==> src/rtl/fsr_pkg.sv <==
package fsr_pkg;
  localparam int REG_W     = 32;
  localparam int CAUSE_W   = 6;
  localparam int ENA_W     = CAUSE_W - 1;
  localparam int CC_COUNT  = 8;
  localparam int CC_IDX_W  = $clog2(CC_COUNT);
  localparam int CAUSE_LSB = 12;
  localparam int ENA_LSB   = 7;
  localparam int FLAG_LSB  = 2;
  localparam int CC0_POS   = 23;
  localparam int CCN_BASE  = 24;
  localparam int MODE_POS  = 24;
  localparam logic [REG_W-1:0] WR_MASK = 32'hFF83FFFF;

  typedef enum logic [2:0] {
    CLS_ARITH = 3'd0,
    CLS_CMP   = 3'd1,
    CLS_MOV   = 3'd2,
    CLS_CMOV  = 3'd3,
    CLS_MFROM = 3'd4,
    CLS_LDST  = 3'd5
  } instClassE;

  typedef struct packed {
    logic swLoad;
    logic causeLoad;
    logic flagMerge;
    logic ccLoad;
  } fsrStrobeT;

  function automatic int ccBitPos(input int idx);
    return (idx == 0) ? CC0_POS : CCN_BASE + idx;
  endfunction
endpackage

==> src/rtl/fsr_ctrl.sv <==
module fsr_ctrl
  import fsr_pkg::*;
(
  input  logic               swWrEn,
  input  logic               gradValid,
  input  instClassE          gradClass,
  input  logic [CAUSE_W-1:0] gradCause,
  input  logic [ENA_W-1:0]   enables,
  output logic [CAUSE_W-1:0] effCause,
  output logic               trapReq,
  output fsrStrobeT          strobe
);
  logic arithLike;
  logic isCompare;

  always_comb begin
    effCause = '0;
    if (gradValid) begin
      unique case (gradClass)
        CLS_ARITH, CLS_CMP: effCause = gradCause;
        CLS_MOV, CLS_CMOV:  effCause = {gradCause[CAUSE_W-1], {ENA_W{1'b0}}};
        default:            effCause = '0;
      endcase
    end
  end

  assign arithLike = gradValid && ((gradClass == CLS_ARITH) || (gradClass == CLS_CMP));
  assign isCompare = gradValid && (gradClass == CLS_CMP);
  assign trapReq   = effCause[CAUSE_W-1] || (|(effCause[ENA_W-1:0] & enables));

  always_comb begin
    strobe.swLoad    = swWrEn;
    strobe.causeLoad = !swWrEn && (arithLike || trapReq);
    strobe.flagMerge = !swWrEn && arithLike && !trapReq;
    strobe.ccLoad    = !swWrEn && isCompare && !trapReq;
  end
endmodule

==> src/rtl/fsr_datapath.sv <==
module fsr_datapath
  import fsr_pkg::*;
(
  input  logic                clk,
  input  logic                rstN,
  input  fsrStrobeT           strobe,
  input  logic [REG_W-1:0]    swWrData,
  input  logic [CAUSE_W-1:0]  effCause,
  input  logic                cmpResult,
  input  logic [CC_IDX_W-1:0] cmpCc,
  output logic [ENA_W-1:0]    enables,
  output logic [REG_W-1:0]    regValue
);
  logic [CC_COUNT-1:0] ccQ;
  logic                modeQ;
  logic [CAUSE_W-1:0]  causeQ;
  logic [ENA_W-1:0]    enaQ;
  logic [ENA_W-1:0]    flagQ;
  logic [1:0]          lowQ;
  logic [REG_W-1:0]    ccView;

  always_ff @(posedge clk) begin
    if (!rstN) begin
      ccQ    <= '0;
      modeQ  <= 1'b0;
      causeQ <= '0;
      enaQ   <= '0;
      flagQ  <= '0;
      lowQ   <= '0;
    end else if (strobe.swLoad) begin
      for (int i = 0; i < CC_COUNT; i++) ccQ[i] <= swWrData[ccBitPos(i)];
      modeQ  <= swWrData[MODE_POS];
      causeQ <= swWrData[CAUSE_LSB +: CAUSE_W];
      enaQ   <= swWrData[ENA_LSB +: ENA_W];
      flagQ  <= swWrData[FLAG_LSB +: ENA_W];
      lowQ   <= swWrData[1:0];
    end else begin
      if (strobe.causeLoad) causeQ <= effCause;
      if (strobe.flagMerge) flagQ <= flagQ | effCause[ENA_W-1:0];
      if (strobe.ccLoad) ccQ[cmpCc] <= cmpResult;
    end
  end

  genvar g;
  generate
    for (g = 0; g < REG_W; g++) begin : gCcView
      if (g == CC0_POS) begin : gCc0
        assign ccView[g] = ccQ[0];
      end else if (g > CCN_BASE && g < CCN_BASE + CC_COUNT) begin : gCcN
        assign ccView[g] = ccQ[g - CCN_BASE];
      end else begin : gZero
        assign ccView[g] = 1'b0;
      end
    end
  endgenerate

  always_comb begin
    regValue = ccView;
    regValue[MODE_POS] = modeQ;
    regValue[CAUSE_LSB +: CAUSE_W] = causeQ;
    regValue[ENA_LSB +: ENA_W] = enaQ;
    regValue[FLAG_LSB +: ENA_W] = flagQ;
    regValue[1:0] = lowQ;
  end

  assign enables = enaQ;
endmodule

==> src/rtl/fsr_unit.sv <==
module fsr_unit
  import fsr_pkg::*;
(
  input  logic        clk,
  input  logic        rstN,
  input  logic        swWrEn,
  input  logic [31:0] swWrData,
  input  logic        gradValid,
  input  logic [2:0]  gradClass,
  input  logic [5:0]  gradCause,
  input  logic        cmpResult,
  input  logic [2:0]  cmpCc,
  output logic        trapReq,
  output logic [31:0] regValue
);
  fsrStrobeT          strobe;
  logic [CAUSE_W-1:0] effCause;
  logic [ENA_W-1:0]   enables;

  fsr_ctrl u_ctrl (
    .swWrEn    (swWrEn),
    .gradValid (gradValid),
    .gradClass (instClassE'(gradClass)),
    .gradCause (gradCause),
    .enables   (enables),
    .effCause  (effCause),
    .trapReq   (trapReq),
    .strobe    (strobe)
  );

  fsr_datapath u_dp (
    .clk       (clk),
    .rstN      (rstN),
    .strobe    (strobe),
    .swWrData  (swWrData),
    .effCause  (effCause),
    .cmpResult (cmpResult),
    .cmpCc     (cmpCc),
    .enables   (enables),
    .regValue  (regValue)
  );
endmodule

==> config.mk <==
export PLATFORM = sky130hd
export DESIGN_NAME = fsr_unit
export DESIGN_NICKNAME = d
export VERILOG_FILES = /design/src/rtl/fsr_pkg.sv /design/src/rtl/fsr_ctrl.sv /design/src/rtl/fsr_datapath.sv /design/src/rtl/fsr_unit.sv
export SDC_FILE = /design/constraint.sdc
export NUM_CORES = 1
export LEC_CHECK = 0
export BUFFER_PORTS_ARGS = -buffer_cell sky130_fd_sc_hd__clkbuf_2
export CAP_MARGIN = 20
export CORE_MARGIN = 2
export CORE_UTILIZATION = 45
export DETAILED_ROUTE_END_ITERATION = 16
export HOLD_SLACK_MARGIN = 0.06
export PLACE_DENSITY_LB_ADDON = 0.08
export SLEW_MARGIN = 30
export SYNTH_ARGS = -nofsm -noshare
export SYNTH_HDL_FRONTEND = slang
export SYNTH_SLANG_ARGS = --single-unit
==> constraint.sdc <==
create_clock -name clk -period 3.17 [get_ports clk]
set_clock_uncertainty 0.1 [all_clocks]
set_input_delay 0.634 -clock clk [delete_from_list [all_inputs] [get_ports clk]]
set_output_delay 0.634 -clock clk [all_outputs]
set_load 0.05 [all_outputs]
* Word level (Yosys, flattened, before mapping)
Index checks and enable logic that the tools add are counted.
Word-level totals: register bits 27, word-level logic and storage cells 44, output and inout bits 33, input bits 49
Cells by class: mux-type cells 11, equal/unequal tests 3, bitwise logic cells 2, magnitude comparators 2, reduce and logical (&&, ||, !) cells 20
Operators by type and width (count):
- $mux 6 | 3
- $mux 8 | 2
- $pmux 6 s2 | 1
- $mux 5 | 2
- $bwmux 8 | 1
- $logic_and 1x1->1 | 8
- $eq 3x2->1 const B | 2
- $reduce_bool 2->1 | 3
- $and 5x5->5 | 1
- $or 5x5->5 | 1
- $reduce_or 5->1 | 1
- $lt 3x4->1 const B | 1
- $reduce_or 2->1 | 2
- $demux 1 s3 | 1
- $eq 3x1->1 const B | 1
- $ge 3x1->1 const B | 1
- $logic_not 3->1 | 1
- $logic_or 1x1->1 | 3
- $logic_not 1->1 | 2
- $mux 1 | 1

* Longest topological paths before layout
depth in word-level cells 11, mapped depth 5, mapped depth without buffers 4

* Modules after synthesis
A second synthesis with hierarchy kept.
Second synthesis, totals: cells, all modules 151, area, all modules 1407.6 um^2
By module, submodules not included:
- fsr_datapath | sequential area each 540.5 um^2, times used 1, area each 1270.0 um^2, cells an instance 131
- fsr_ctrl | sequential area each 0.0 um^2, times used 1, area each 137.6 um^2, cells an instance 20

* Least setup slack after synthesis
OpenSTA, ideal clock, no wires.
path type input to output, start point input port gradCause[0], end point output port trapReq, setup slack 807 ps, path buffers 0, data required time 2436 ps, arrival time 1629 ps, stages 3, cells stage by stage a222oi_1 -> a21oi_1 -> o21a_1
On the way: cells in the longest elaborated chain, start to end 5
Ends and longest elaborated chain:
- start: declaration | RTL line fsr_unit.sv:10 | input logic [5:0] gradCause,
- $pmux 6 s2 | RTL line fsr_ctrl.sv:19 | unique case (gradClass)
- $mux 6 | RTL line fsr_ctrl.sv:18 | if (gradValid) begin
- $and 5x5->5 | RTL line fsr_ctrl.sv:29 | assign trapReq = effCause[CAUSE_W-1] || (|(effCause[ENA_W-1:0] & enables));
- $reduce_or 5->1 | RTL line fsr_ctrl.sv:29
- $logic_or 1x1->1 | RTL line fsr_ctrl.sv:29
- end: declaration | RTL line fsr_unit.sv:13 | output logic trapReq,
Every way passes these cells.

* Final worst setup path
Same ends and word-level chain as after synthesis.

==> results.py <==
metrics = {
    "sta": {
        "max-slew-margin-rel_pct": 53.6,
        "final-max-slew-violation-count": 0,
        "finalSetupViolCount": 0,
        "fmax_mhz": 388,
        "rsz0062_at_grt": "no",
        "fin_crit_ns": 2.58,
        "finalCritPeriodShare_pct": 81.4,
        "tightest_slew_ns": 0.686,
        "tns_ns": 0,
        "hold_viol": 0,
    },
    "floorplan": {
        "dieArea_mm2": 0.00328,
        "die-width_um": 57.3,
        "placementRows": 19,
        "fp.coreArea_mm2": 0.00273,
        "io_pins": 82,
        "start_util_pct": 46.8,
        "dieHeight_um": 57.3,
    },
    "logic_synthesis": {
        "synthArstFlopShare_pct": 0,
        "synth_flop_cell": "dfxtp_1",
        "yosysMostFrequentCell": "dfxtp_1",
        "synth-edff-count": 0,
        "synth_top_area_share_pct": 42.3,
        "synth.distinct_cells": 32,
        "yosys.area.top_type": "dfxtp_1",
        "ys_ff_latch": 27,
        "synth.area.top_cells": "dfxtp_1 (42%), a21oi_1 (7.4%), nor2b_1 (6.8%)",
        "seq_area_frac_synth_pct": 42.3,
        "syn_area_mm2": 0.00128,
        "netlist_instances": 142,
        "syn_area_per_cell_um2": 9.01,
        "synthTopCellsByCount": "dfxtp_1 (27), a21oi_1 (19), o21ai_0 (17), nor2b_1 (14)",
        "ys.warnings.count": 0,
    },
    "worst_setup_path": {
        "cp.required_ns": 2.44,
        "crit_path_end_kind": "output pin",
        "critical_path.cell_chain": "clkbuf_2 -> a222oi_1 -> buf_4 -> a21oi_1 -> o21a_1 -> clkbuf_2",
        "startpoint_type": "input pin",
        "path_max_fanout": 6,
        "slowest_stage": "a222oi_1",
        "reg2regPathDepth": 5,
        "path_class": "input pin to output pin",
        "cpPeakStageDelay_ns": 0.40,
        "r2r_slack_ns": 1.46,
        "critical_path.most_common_cell": "clkbuf_2",
        "worst_ep_arrival_time_ns": 1.85,
    },
    "clock_network": {
        "cts_resized": 0,
        "cts_buffers": 3,
        "clk_latency_ns": 0.34,
        "clkTransAtPathRegs_ns": 0.16,
        "htreeDepth": 1,
        "cts_buffer_depth": 2,
        "postCtsSetupBuffers": 0,
        "numClockSinks": 27,
        "cts-root-buf": "clkbuf_4",
        "cts_hold_buf": 0,
        "cts_tree": "built",
    },
    "global_route": {
        "track_usage_pct": 19.9,
        "first_global_vias": 1193,
        "grt_antenna_before_repair": 0,
        "overflow": 0,
        "grt_max_degree": 28,
        "grt_pass1_wl_um": 5190,
    },
    "routing": {
        "wl_per_cell_um": 13.5,
        "dr.pass1.iters": 5,
        "drtIter0Drc": 55,
        "vias_per_cell": 5.50,
        "route.detailed.drc": 0,
        "num_vias": 1315,
        "drtAntennaViolNets": 0,
        "drt_wl_total_um": 3240,
    },
    "placed_design": {
        "port_buffers": 71,
        "place_hpwl_um": 2430,
        "gp_congestion": 0.780,
        "placed_area_mm2": 0.00162,
    },
    "outcome": {
        "status": "finished clean",
    },
    "finish": {
        "nets": 258,
        "fillCellCount": 251,
        "regArea_um2": 541,
        "multi_input_area_um2": 669,
        "n_antenna_cell": 0,
        "drive_gt1_share_pct": 37.5,
        "design_area_mm2": 0.00165,
        "synthToLayoutAreaGrowth_pct": 28.8,
    },
    "power": {
        "p_sw_uw": 281,
        "seqPwrFrac_pct": 49.2,
        "leakage_nw": 0.778,
        "combPwrFrac_pct": 29.0,
        "swShare_pct": 37.0,
        "p_per_area_mw_per_mm2": 462,
        "p_int_uw": 479,
        "irDropWorstVdd_mv": 0.288,
        "clkPwrFrac_pct": 21.8,
    },
    "min_path": {
        "hp-class": "flip-flop to flip-flop",
        "whs_path_depth": 2,
    },
    "run": {
        "maxCapViolCount": 0,
    },
}
==> path summary, 6_finish.rpt <==
path | from | end
max | gradCause[0] | trapReq
min | u_dp.ccQ[1] | u_dp.ccQ[1]
max reg2reg | u_dp.enables[0] | u_dp.ccQ[2]
min reg2reg | u_dp.ccQ[1] | u_dp.ccQ[1]
==> registers in the layout, summed over array words and instances (netlist names) <==
register and count:
u_dp.flagQ 5, u_dp.modeQ 1, u_dp.causeQ 6, u_dp.ccQ 8, u_dp.lowQ 2, u_dp.enables 5
==> final cells by class <==
type	instances	area share, %
flip-flops and latches	27	32.8
clock buffers	3	1.37
multi-input cells	104	40.7
inverters	1	0.228
clock inverters	1	0.532
repair buffers	72	22.0
well taps	31	2.36
==> routing by layer <==
layer,global-route usage [%],wire length (um),vias to the layer above
met5,0,0,-
met4,5.98,17,0
met3,5.22,246,2
met2,32.3,1470,55
met1,26.1,1500,597
li1,-,-,661
==> placed cells by master, fill, tap and decap left out, types with 2 or more instances in the layout <==
cell / synthesis / layout
a31oi_1: 8 / 8
nand2b_1: 2 / 2
nor3b_1: 2 / 2
o31ai_1: 4 / 4
dfxtp_1: 27 / 27
clkbuf_2: 0 / 71
o21ai_0: 17 / 17
mux2i_1: 8 / 8
nor2b_1: 14 / 14
nand3_1: 3 / 3
conb_1: 1 / 5
a222oi_1: 6 / 6
and3_1: 2 / 2
clkbuf_4: 0 / 3
a21oi_1: 19 / 19
==> power by group through the flow <==
stage / combinational [mW] / clock (mW) / sequential, mW
floorplan: 0.0847 / 0 / 0.456
global placement: 0.217 / 0 / 0.381
detailed placement: 0.220 / 0 / 0.382
CTS: 0.221 / 0.167 / 0.374
global route: 0.235 / 0.181 / 0.377
finish: 0.220 / 0.166 / 0.374
==> metrics by stage <==
stage / total power [mW] / util (%) / worst slack [ns] / hold slack (ns) / instances
after global placement: 0.598 / 59.1 / 0.630 / 0.357 / 235
after detailed placement: 0.601 / 59.1 / 0.606 / 0.366 / 235
after CTS: 0.761 / 60.2 / 0.598 / 0.387 / 239
final: 0.760 / 60.2 / 0.591 / 0.380 / 239
after floorplan: 0.540 / - / 0.807 / 0.384 / 146
after global routing: 0.794 / 60.2 / 0.505 / 0.414 / 239
==> kinds of logic (layout without fill, tap and decap cells) <==
group | Yosys count | count (layout) | synth area share [%]
muxes | 8 | 8 | 6.26
and+or+nand+nor | 33 | 33 | 16.8
buffers and inverters | 15 | 77 | 6.55
DFF | 27 | 27 | 42.3
other | 1 | 5 | 0.293
AOI/OAI and AO/OA | 58 | 58 | 27.8
==> worst max-delay path: cells and delay by family <==
family	cells	cell delay (ns)
AO/OA/AOI/OAI	3	0.66
buffers and inverters	3	0.56
No activity file was read; power rests on OpenSTA's default activity.
